## config.mk

```make
export PLATFORM = sky130hd
export DESIGN_NAME = secprot_engine
export DESIGN_NICKNAME = d
export VERILOG_FILES = /design/src/rtl/secprot_pkg.sv /design/src/rtl/secprot_steps.sv /design/src/rtl/secprot_busif.sv /design/src/rtl/secprot_ctrl.sv /design/src/rtl/secprot_engine.sv
export SDC_FILE = /design/constraint.sdc
export NUM_CORES = 1
export LEC_CHECK = 0
export ABC_AREA = 1
export BUFFER_PORTS_ARGS = -buffer_cell sky130_fd_sc_hd__buf_2
export CORE_MARGIN = 2
export CORE_UTILIZATION = 25
export DETAILED_ROUTE_END_ITERATION = 8
export MAX_ROUTING_LAYER = met4
export PLACE_DENSITY_LB_ADDON = 0.1
export SLEW_MARGIN = 0
export SYNTH_ARGS = -nofsm -noshare
export SYNTH_HDL_FRONTEND = slang
export SYNTH_SLANG_ARGS = --single-unit
```

## constraint.sdc

```tcl
create_clock -name clk -period 2.7 [get_ports clk]
set_input_delay 0 -clock clk [delete_from_list [all_inputs] [get_ports clk]]
set_output_delay 0 -clock clk [all_outputs]
set_load 0.05 [all_outputs]
```

## src/rtl/secprot_pkg.sv

```systemverilog
package secprot_pkg;

  typedef enum logic [1:0] {
    SQ_IDLE  = 2'd0,
    SQ_ISSUE = 2'd1,
    SQ_WAIT  = 2'd2
  } seq_state_t;

  localparam logic [7:0] OP_READ_MODE = 8'hF0;
  localparam logic [7:0] OP_PROTECT   = 8'h60;
  localparam logic [7:0] OP_KEY_A     = 8'hAA;
  localparam logic [7:0] OP_KEY_B     = 8'h55;
  localparam logic [7:0] OP_ID_MODE   = 8'h90;

  localparam int KEY_A_OFS  = 'h555;
  localparam int KEY_B_OFS  = 'h2AA;
  localparam int STATUS_OFS = 2;
  localparam int SEL_BIT    = 6;

  localparam int NUM_STEPS  = 9;
  localparam int STEP_W     = $clog2(NUM_STEPS);

endpackage

```

## src/rtl/secprot_steps.sv

```systemverilog
module secprot_steps
  import secprot_pkg::*;
#(
  parameter int AW = 22,
  parameter int DW = 16
) (
  input  logic [STEP_W-1:0] step,
  input  logic [AW-1:0]     base,
  input  logic              unlock,
  output logic              cmd_we,
  output logic [AW-1:0]     cmd_addr,
  output logic [DW-1:0]     cmd_wdata
);

  logic [AW-1:0] prot_addr;

  always_comb begin
    prot_addr          = base;
    prot_addr[SEL_BIT] = unlock;
  end

  always_comb begin
    cmd_we    = 1'b1;
    cmd_addr  = base;
    cmd_wdata = DW'(OP_READ_MODE);
    case (step)
      STEP_W'(0): begin
        cmd_addr  = base;
        cmd_wdata = DW'(OP_READ_MODE);
      end
      STEP_W'(1), STEP_W'(2), STEP_W'(3): begin
        cmd_addr  = prot_addr;
        cmd_wdata = DW'(OP_PROTECT);
      end
      STEP_W'(4): begin
        cmd_addr  = base + AW'(KEY_A_OFS);
        cmd_wdata = DW'(OP_KEY_A);
      end
      STEP_W'(5): begin
        cmd_addr  = base + AW'(KEY_B_OFS);
        cmd_wdata = DW'(OP_KEY_B);
      end
      STEP_W'(6): begin
        cmd_addr  = base + AW'(KEY_A_OFS);
        cmd_wdata = DW'(OP_ID_MODE);
      end
      STEP_W'(7): begin
        cmd_we    = 1'b0;
        cmd_addr  = base + AW'(STATUS_OFS);
        cmd_wdata = '0;
      end
      default: begin
        cmd_addr  = base;
        cmd_wdata = DW'(OP_READ_MODE);
      end
    endcase
  end

endmodule

```

## src/rtl/secprot_busif.sv

```systemverilog
module secprot_busif #(
  parameter int AW = 22,
  parameter int DW = 16
) (
  input  logic          clk,
  input  logic          rst,
  input  logic          go,
  input  logic          go_we,
  input  logic [AW-1:0] go_addr,
  input  logic [DW-1:0] go_wdata,
  output logic          cyc_done,
  output logic          rd_bit,
  output logic          fb_req,
  output logic          fb_we,
  output logic [AW-1:0] fb_addr,
  output logic [DW-1:0] fb_wdata,
  input  logic          fb_ack,
  input  logic [DW-1:0] fb_rdata
);

  logic unused_rdata_hi;
  assign unused_rdata_hi = ^fb_rdata[DW-1:1];

  always_ff @(posedge clk) begin
    if (rst) begin
      fb_req   <= 1'b0;
      fb_we    <= 1'b0;
      fb_addr  <= '0;
      fb_wdata <= '0;
      cyc_done <= 1'b0;
      rd_bit   <= 1'b0;
    end else begin
      cyc_done <= 1'b0;
      if (go && !fb_req) begin
        fb_req   <= 1'b1;
        fb_we    <= go_we;
        fb_addr  <= go_addr;
        fb_wdata <= go_wdata;
      end else if (fb_req && fb_ack) begin
        fb_req   <= 1'b0;
        cyc_done <= 1'b1;
        if (!fb_we) rd_bit <= fb_rdata[0];
      end
    end
  end

endmodule

```

## src/rtl/secprot_ctrl.sv

```systemverilog
module secprot_ctrl
  import secprot_pkg::*;
#(
  parameter int AW = 22
) (
  input  logic              clk,
  input  logic              rst,
  input  logic              start,
  input  logic [AW-1:0]     sec_addr,
  input  logic              lock_req,
  input  logic              cyc_done,
  input  logic              rd_bit,
  output logic              go,
  output logic [STEP_W-1:0] step,
  output logic [AW-1:0]     base_q,
  output logic              unlock_q,
  output logic              start_ack,
  output logic              busy,
  output logic              done,
  output logic              fail,
  output logic              prot_locked
);

  localparam logic [STEP_W-1:0] LAST_STEP = STEP_W'(NUM_STEPS - 1);

  seq_state_t state;

  assign go = (state == SQ_ISSUE);

  always_ff @(posedge clk) begin
    if (rst) begin
      state       <= SQ_IDLE;
      step        <= '0;
      base_q      <= '0;
      unlock_q    <= 1'b0;
      start_ack   <= 1'b0;
      busy        <= 1'b0;
      done        <= 1'b0;
      fail        <= 1'b0;
      prot_locked <= 1'b0;
    end else begin
      start_ack <= 1'b0;
      done      <= 1'b0;
      case (state)
        SQ_IDLE: begin
          if (start) begin
            base_q    <= sec_addr;
            unlock_q  <= !lock_req;
            step      <= '0;
            start_ack <= 1'b1;
            busy      <= 1'b1;
            state     <= SQ_ISSUE;
          end
        end
        SQ_ISSUE: state <= SQ_WAIT;
        SQ_WAIT: begin
          if (cyc_done) begin
            if (step == LAST_STEP) begin
              done        <= 1'b1;
              busy        <= 1'b0;
              prot_locked <= rd_bit;
              fail        <= (rd_bit == unlock_q);
              state       <= SQ_IDLE;
            end else begin
              step  <= step + 1'b1;
              state <= SQ_ISSUE;
            end
          end
        end
        default: state <= SQ_IDLE;
      endcase
    end
  end

endmodule

```

## src/rtl/secprot_engine.sv

```systemverilog
module secprot_engine
  import secprot_pkg::*;
#(
  parameter int AW = 22,
  parameter int DW = 16
) (
  input  logic          clk,
  input  logic          rst,
  input  logic          start,
  input  logic [AW-1:0] sec_addr,
  input  logic          lock_req,
  output logic          start_ack,
  output logic          busy,
  output logic          done,
  output logic          fail,
  output logic          prot_locked,
  output logic          fb_req,
  output logic          fb_we,
  output logic [AW-1:0] fb_addr,
  output logic [DW-1:0] fb_wdata,
  input  logic          fb_ack,
  input  logic [DW-1:0] fb_rdata
);

  logic              go;
  logic [STEP_W-1:0] step;
  logic [AW-1:0]     base_q;
  logic              unlock_q;
  logic              cyc_done;
  logic              rd_bit;
  logic              cmd_we;
  logic [AW-1:0]     cmd_addr;
  logic [DW-1:0]     cmd_wdata;

  secprot_ctrl #(.AW(AW)) u_ctrl (
    .clk(clk), .rst(rst), .start(start), .sec_addr(sec_addr),
    .lock_req(lock_req), .cyc_done(cyc_done), .rd_bit(rd_bit),
    .go(go), .step(step), .base_q(base_q), .unlock_q(unlock_q),
    .start_ack(start_ack), .busy(busy), .done(done), .fail(fail),
    .prot_locked(prot_locked)
  );

  secprot_steps #(.AW(AW), .DW(DW)) u_steps (
    .step(step), .base(base_q), .unlock(unlock_q),
    .cmd_we(cmd_we), .cmd_addr(cmd_addr), .cmd_wdata(cmd_wdata)
  );

  secprot_busif #(.AW(AW), .DW(DW)) u_bus (
    .clk(clk), .rst(rst), .go(go), .go_we(cmd_we), .go_addr(cmd_addr),
    .go_wdata(cmd_wdata), .cyc_done(cyc_done), .rd_bit(rd_bit),
    .fb_req(fb_req), .fb_we(fb_we), .fb_addr(fb_addr), .fb_wdata(fb_wdata),
    .fb_ack(fb_ack), .fb_rdata(fb_rdata)
  );

endmodule

```

Yosys cells after proc, flatten, opt, wreduce, memory -nomap -nowiden --
Cells that the tools add are included.
Storage, ports and cells: bits in registers 76, output and inout bits 45, word-level logic and storage cells 77
Cells by class: add/subtract/negate cells 4, eq/ne operators 15, multiplexer cells 20, bitwise logic cells 5, reduce and logical (&&, ||, !) cells 18
Operators by type and width (count):
- 22-bit one-hot mux with 4 select lines | 1
- 8-bit one-hot mux with 5 select lines | 1
- 22-bit by 10-bit adder with 22-bit output, second input constant | 1
- 22-bit by 11-bit adder with 22-bit output, second input constant | 1
- 22-bit by 2-bit adder with 22-bit output, second input constant | 1
- 4-bit by 3-bit equality test with 1-bit output, second input constant | 4
- 4-bit two-way mux | 3
- 1-bit two-way mux | 10
- 4-bit by 2-bit equality test with 1-bit output, second input constant | 2
- 4-bit one-hot mux with 2 select lines | 1
- 4-bit AND reduction | 2
- 2-bit one-hot mux with 3 select lines | 1
- 3-bit AND reduction | 2
- 2-bit OR reduction | 3
- 3-bit OR reduction | 2
- 1-bit inverter | 5
- 4-bit by 1-bit adder with 4-bit output, second input constant | 1
- 4-bit by 1-bit equality test with 1-bit output, second input constant | 1
- 4-bit equality test, second input constant | 1
- 2-bit two-way mux | 2
- 2-bit by 1-bit inequality test with 1-bit output, second input constant | 2
- 2-bit inequality test, second input constant | 2
- 2-bit AND reduction | 2
- 2-bit nonzero test | 2
- other kinds (7) | 9

Longest topological paths before layout --
word-level depth 4, gate-level depth with buffers 16

Cells and area by module --
A second synthesis with hierarchy kept.
Second synthesis, totals: cell total of the unflattened synthesis 758, area total of the unflattened synthesis 4697.0 sq um
By module, submodules not included:
- secprot_steps | times used 1, cells an instance 397, area each 1884.3 sq um, sequential area each 0.0 sq um
- secprot_busif | times used 1, cells an instance 186, area each 1505.2 sq um, sequential area each 840.8 sq um
- secprot_ctrl | times used 1, cells an instance 175, area each 1307.5 sq um, sequential area each 680.7 sq um

Worst setup path before layout --
No wires, ideal clock.
path kind register -> register, from register u_ctrl.step[2], to register u_bus.fb_addr[20], library setup time 118 ps, arrival time 1839 ps, required time 2582 ps, path slack 744 ps, cell stages (with the launch flop) 16, buffers on the path 0, period minus slack after synthesis 1956 ps, cell sequence dfxtp_1 > nand2_2 > inv_2 > nand2_1 > ha_1 > nand2_2 > nor2_1 > inv_2 > nor2_2 > nand2_1 > nand2_2 > nand3_1 > nand3_1 > nand2_1 > nor2_1 > nor2_1
On the way: cells in the longest elaborated chain, start to end 3, elaborated cells between the ends (all ways) 10
Ends and longest elaborated chain:
- start, declared | line secprot_ctrl.sv:14 | output logic [STEP_W-1:0] step,
- start signal, assigned | line secprot_ctrl.sv:65 | step <= step + 1'b1;
- 4-bit by 1-bit equality test with 1-bit output (tied with other cells) | line secprot_steps.sv:26 | case (step)
- 3-bit OR reduction or 2-bit OR reduction (tied branches)
- 22-bit one-hot mux with 4 select lines * | line secprot_steps.sv:26
- end signal, assigned | line secprot_busif.sv:37 | fb_addr <= go_addr;
- end, declared | line secprot_busif.sv:15 | output logic [AW-1:0] fb_addr,
Every way passes the cells marked *; elsewhere a longest branch is shown, timed or not. A chain may end at the register's enable or synchronous reset.

Final worst setup path --
from register u_ctrl.step[1], to register u_bus.fb_addr[11]
The elaborated chain is that of the path after synthesis.

==> impl_metrics.py <==
metrics = {
    "route": {
        "ant_nets": 0,
        "via_count": 4686,
        "top_layer_used": "met4",
        "drcViolationCount": 0,
        "post_drt_wl_per_cell_um": 14.9,
        "via_per_inst": 4.64,
        "drt-met1-wl_um": 7220,
        "wl_met3_um": 768,
        "wl_met2_um": 6820,
        "drt-total-wl_um": 15100,
        "first_pass_iters": 5,
        "drt-initial-drc-count": 266,
    },
    "clock_network": {
        "htreeDepth": 3,
        "tritoncts": "yes",
        "clk_pin_slew_ns": 0.06,
        "cts_root_buf": "clkbuf_16",
        "cts_setup_buffers": 0,
        "clock_latency_ns": 0.34,
        "cts_buffers": 9,
        "clockBufferDepth": 2,
        "cts_sinks": 66,
    },
    "setup_path": {
        "crit_family": "simple AND/OR/NAND/NOR gates",
        "critPathRequiredTime_ns": 2.94,
        "critPathArrivalTime_ns": 2.71,
        "cp_max_fo": 5,
        "slowest_delay_ns": 0.43,
        "path_cells": "ha_1 > nand2_1 > ha_1 > nand2_1 > o21ai_0 > nand2_1 > nand3_1 > nand2_1 > nand3_1 > nand3_1 > nand2_1 > inv_1",
        "cp_slowest_cell": "ha_1",
        "critPathBufInv": 1,
        "critPathMostFrequentCell": "nand2_1",
        "rrSetupSlack_ns": 0.23,
        "startpoint_type": "flop",
        "path_class": "reg -> reg",
        "end_kind": "flop",
    },
    "synthesis": {
        "synthCells": 695,
        "synth_common_cells": "nand2_1 (172), nand3_1 (102), inv_1 (80), dfxtp_1 (66), o21ai_0 (58)",
        "yosys.area.top_type": "dfxtp_1",
        "synth_most_common_cell": "nand2_1",
        "async_flop_share_pct": 0,
        "synth_top_cell_area_share_pct": 30.2,
        "synth_edf_count": 0,
        "mappedNetlistArea_um2": 4370,
        "synth_seq_cells": 66,
        "dominantRegCellSynth": "dfxtp_1",
        "ys_types": 36,
        "ys_seq_area_share_pct": 30.2,
        "avgSynthCellArea_um2": 6.29,
        "synth.top_cells.by_area": "dfxtp_1 (30%), nand2_1 (15%), nand3_1 (12%)",
        "yosys_warnings": 0,
    },
    "floorplanning": {
        "die_h_um": 136,
        "die_area_um2": 18600,
        "fp.coreArea_um2": 17200,
        "initial_core_util_pct": 25.4,
        "row_count": 48,
        "io_pins": 88,
        "die_x_um": 136,
    },
    "cells_and_area": {
        "diodes": 0,
        "syn_to_final_growth_pct": 23.6,
        "final_nets": 834,
        "stdcell_count": 1010,
        "fillers": 1986,
        "drive_above_1_share_pct": 16.7,
        "fin_util_pct": 31.4,
        "postLayoutCellArea_um2": 5400,
    },
    "timing": {
        "fin_setup_tns_ns": 0,
        "post-route-period-util_pct": 91.4,
        "whs_ns": 0.0517,
        "fin_crit_ns": 2.47,
        "tightest_slew_ns": 0.863,
        "drv_slew": 0,
        "rsz0062_at_grt": "no",
        "hold_violations": 0,
        "worst_clock_skew_ns": 0.00970,
        "setup_viol": 0,
        "maxSlewHeadroom_pct": 42.3,
        "max_freq_mhz": 405,
    },
    "job": {
        "maxCapViolCount": 0,
    },
    "placed_design": {
        "place_area_um2": 4860,
        "dp_hpwl_um": 11200,
        "portBuffers": 64,
        "dp_cells": 966,
        "gp_congestion": 0.966,
    },
    "global_routing": {
        "grt_usage_pct": 17.4,
        "grt_pass1_wl_um": 23700,
        "gr-total-overflow": 0,
        "grt_antenna_before_repair": 0,
        "grt_pass1_vias": 4392,
        "grt_max_degree": 37,
    },
    "hold_path": {
        "hold_path.class": "in -> reg",
    },
    "power_and_ir_drop": {
        "vdd.ir_drop.worst_v": 0.000397,
        "p_leak_nw": 2.53,
        "powerDensity_nw_per_um2": 520,
    },
    "status": {
        "status": "finished, final reports clean",
    },
}
## placed cells by master, fill, tap and decap left out, drive strengths merged, types with 3 or more instances in the layout
| cell | instances |
|---|---|
| o211ai | 4 |
| clkinv | 4 |
| clkbuf | 11 |
| inv | 94 |
| nand2 | 184 |
| o221ai | 3 |
| conb | 8 |
| o21ai | 62 |
| nor2 | 66 |
| dfxtp | 66 |
| nor3 | 5 |
| nand3 | 103 |
| ha | 11 |
| xor2 | 3 |
| nand4 | 3 |
| a21oi | 35 |
| dlygate4sd3 | 28 |
| buf | 73 |
| o21a | 12 |
## worst min-delay path, cell delays in order
cell and delay (ns):
buf_2 0.08, nand2_1 0.12, nand3_1 0.10, nand2_1 0.05
## per-layer routing
layer  GRT usage (%)  vias to the layer above
met5               -                        -
met4            3.99                        0
met3            4.29                       15
met2            27.7                      127
met1            22.2                     2138
li1                -                     2406
## area by class of cell
cell class | count | area [µm²] | share of cell area [%]
Inverter | 94 | 353 | 6.53
Multi-Input combinational cell | 508 | 2510 | 46.5
Clock buffer | 11 | 233 | 4.31
Timing Repair Buffer | 101 | 668 | 12.4
Sequential cell | 66 | 1320 | 24.5
Clock inverter | 5 | 31.3 | 0.579
Tap cell | 225 | 282 | 5.21
## where the power goes
part	internal [mW]	leakage, nW	switching [mW]	total (mW)
sequential	1.04	0.541	0.0770	1.12
combinational	0.178	1.86	0.433	0.612
clock	0.618	0.129	0.457	1.07
## stage by stage
step / power [mW] / setup WS (ns)
floorplan: 1.57 / 0.744
global placement: 1.73 / 0.319
detailed placement: 1.73 / 0.268
CTS: 2.85 / 0.249
global route: 2.96 / 0.0414
finish: 2.81 / 0.232
## final timing paths
path,startpoint,to,depth (start not counted)
setup / recovery,u_ctrl.step[1],u_bus.fb_addr[11],12
hold / removal,start,u_ctrl.base_q[0],4
setup reg to reg,u_ctrl.step[1],u_bus.fb_addr[11],12
hold reg to reg,u_ctrl.prot_locked,u_ctrl.prot_locked,2
## sequential cells by signal, summed over array words and instances (netlist names)
signal and cells:
u_bus.rd_bit 1, u_ctrl.step 4, u_ctrl.base_q 22, u_ctrl.state 2, u_bus.fb_addr 22, u_bus.fb_wdata 6
u_ctrl.prot_locked 1, u_ctrl.unlock_q 1, u_ctrl.busy 1, u_bus.fb_req 1, u_bus.cyc_done 1, u_ctrl.done 1
u_ctrl.start_ack 1, u_bus.fb_we 1, u_ctrl.fail 1
## cell families (layout without fill, tap and decap cells)
kind of cell	after synthesis	after routing	share of synthesized area (%)
AOI/OAI and AO/OA	123	123	16.3
other	1	8	0.0858
DFF	66	66	30.2
xor gates and xnor gates	4	4	0.802
buffers and inverters	128	211	12.9
and+or+nand+nor	362	362	36.5
adders and majority gates	11	11	3.15
## repair_timing
| action | CTS | global route |
|---|---|---|
| endpoints found under the hold margin | 29 | 0 |
| resized for setup | 0 | 0 |
| hold buffers | 28 | 0 |
No activity file was read; power rests on OpenSTA's default activity.
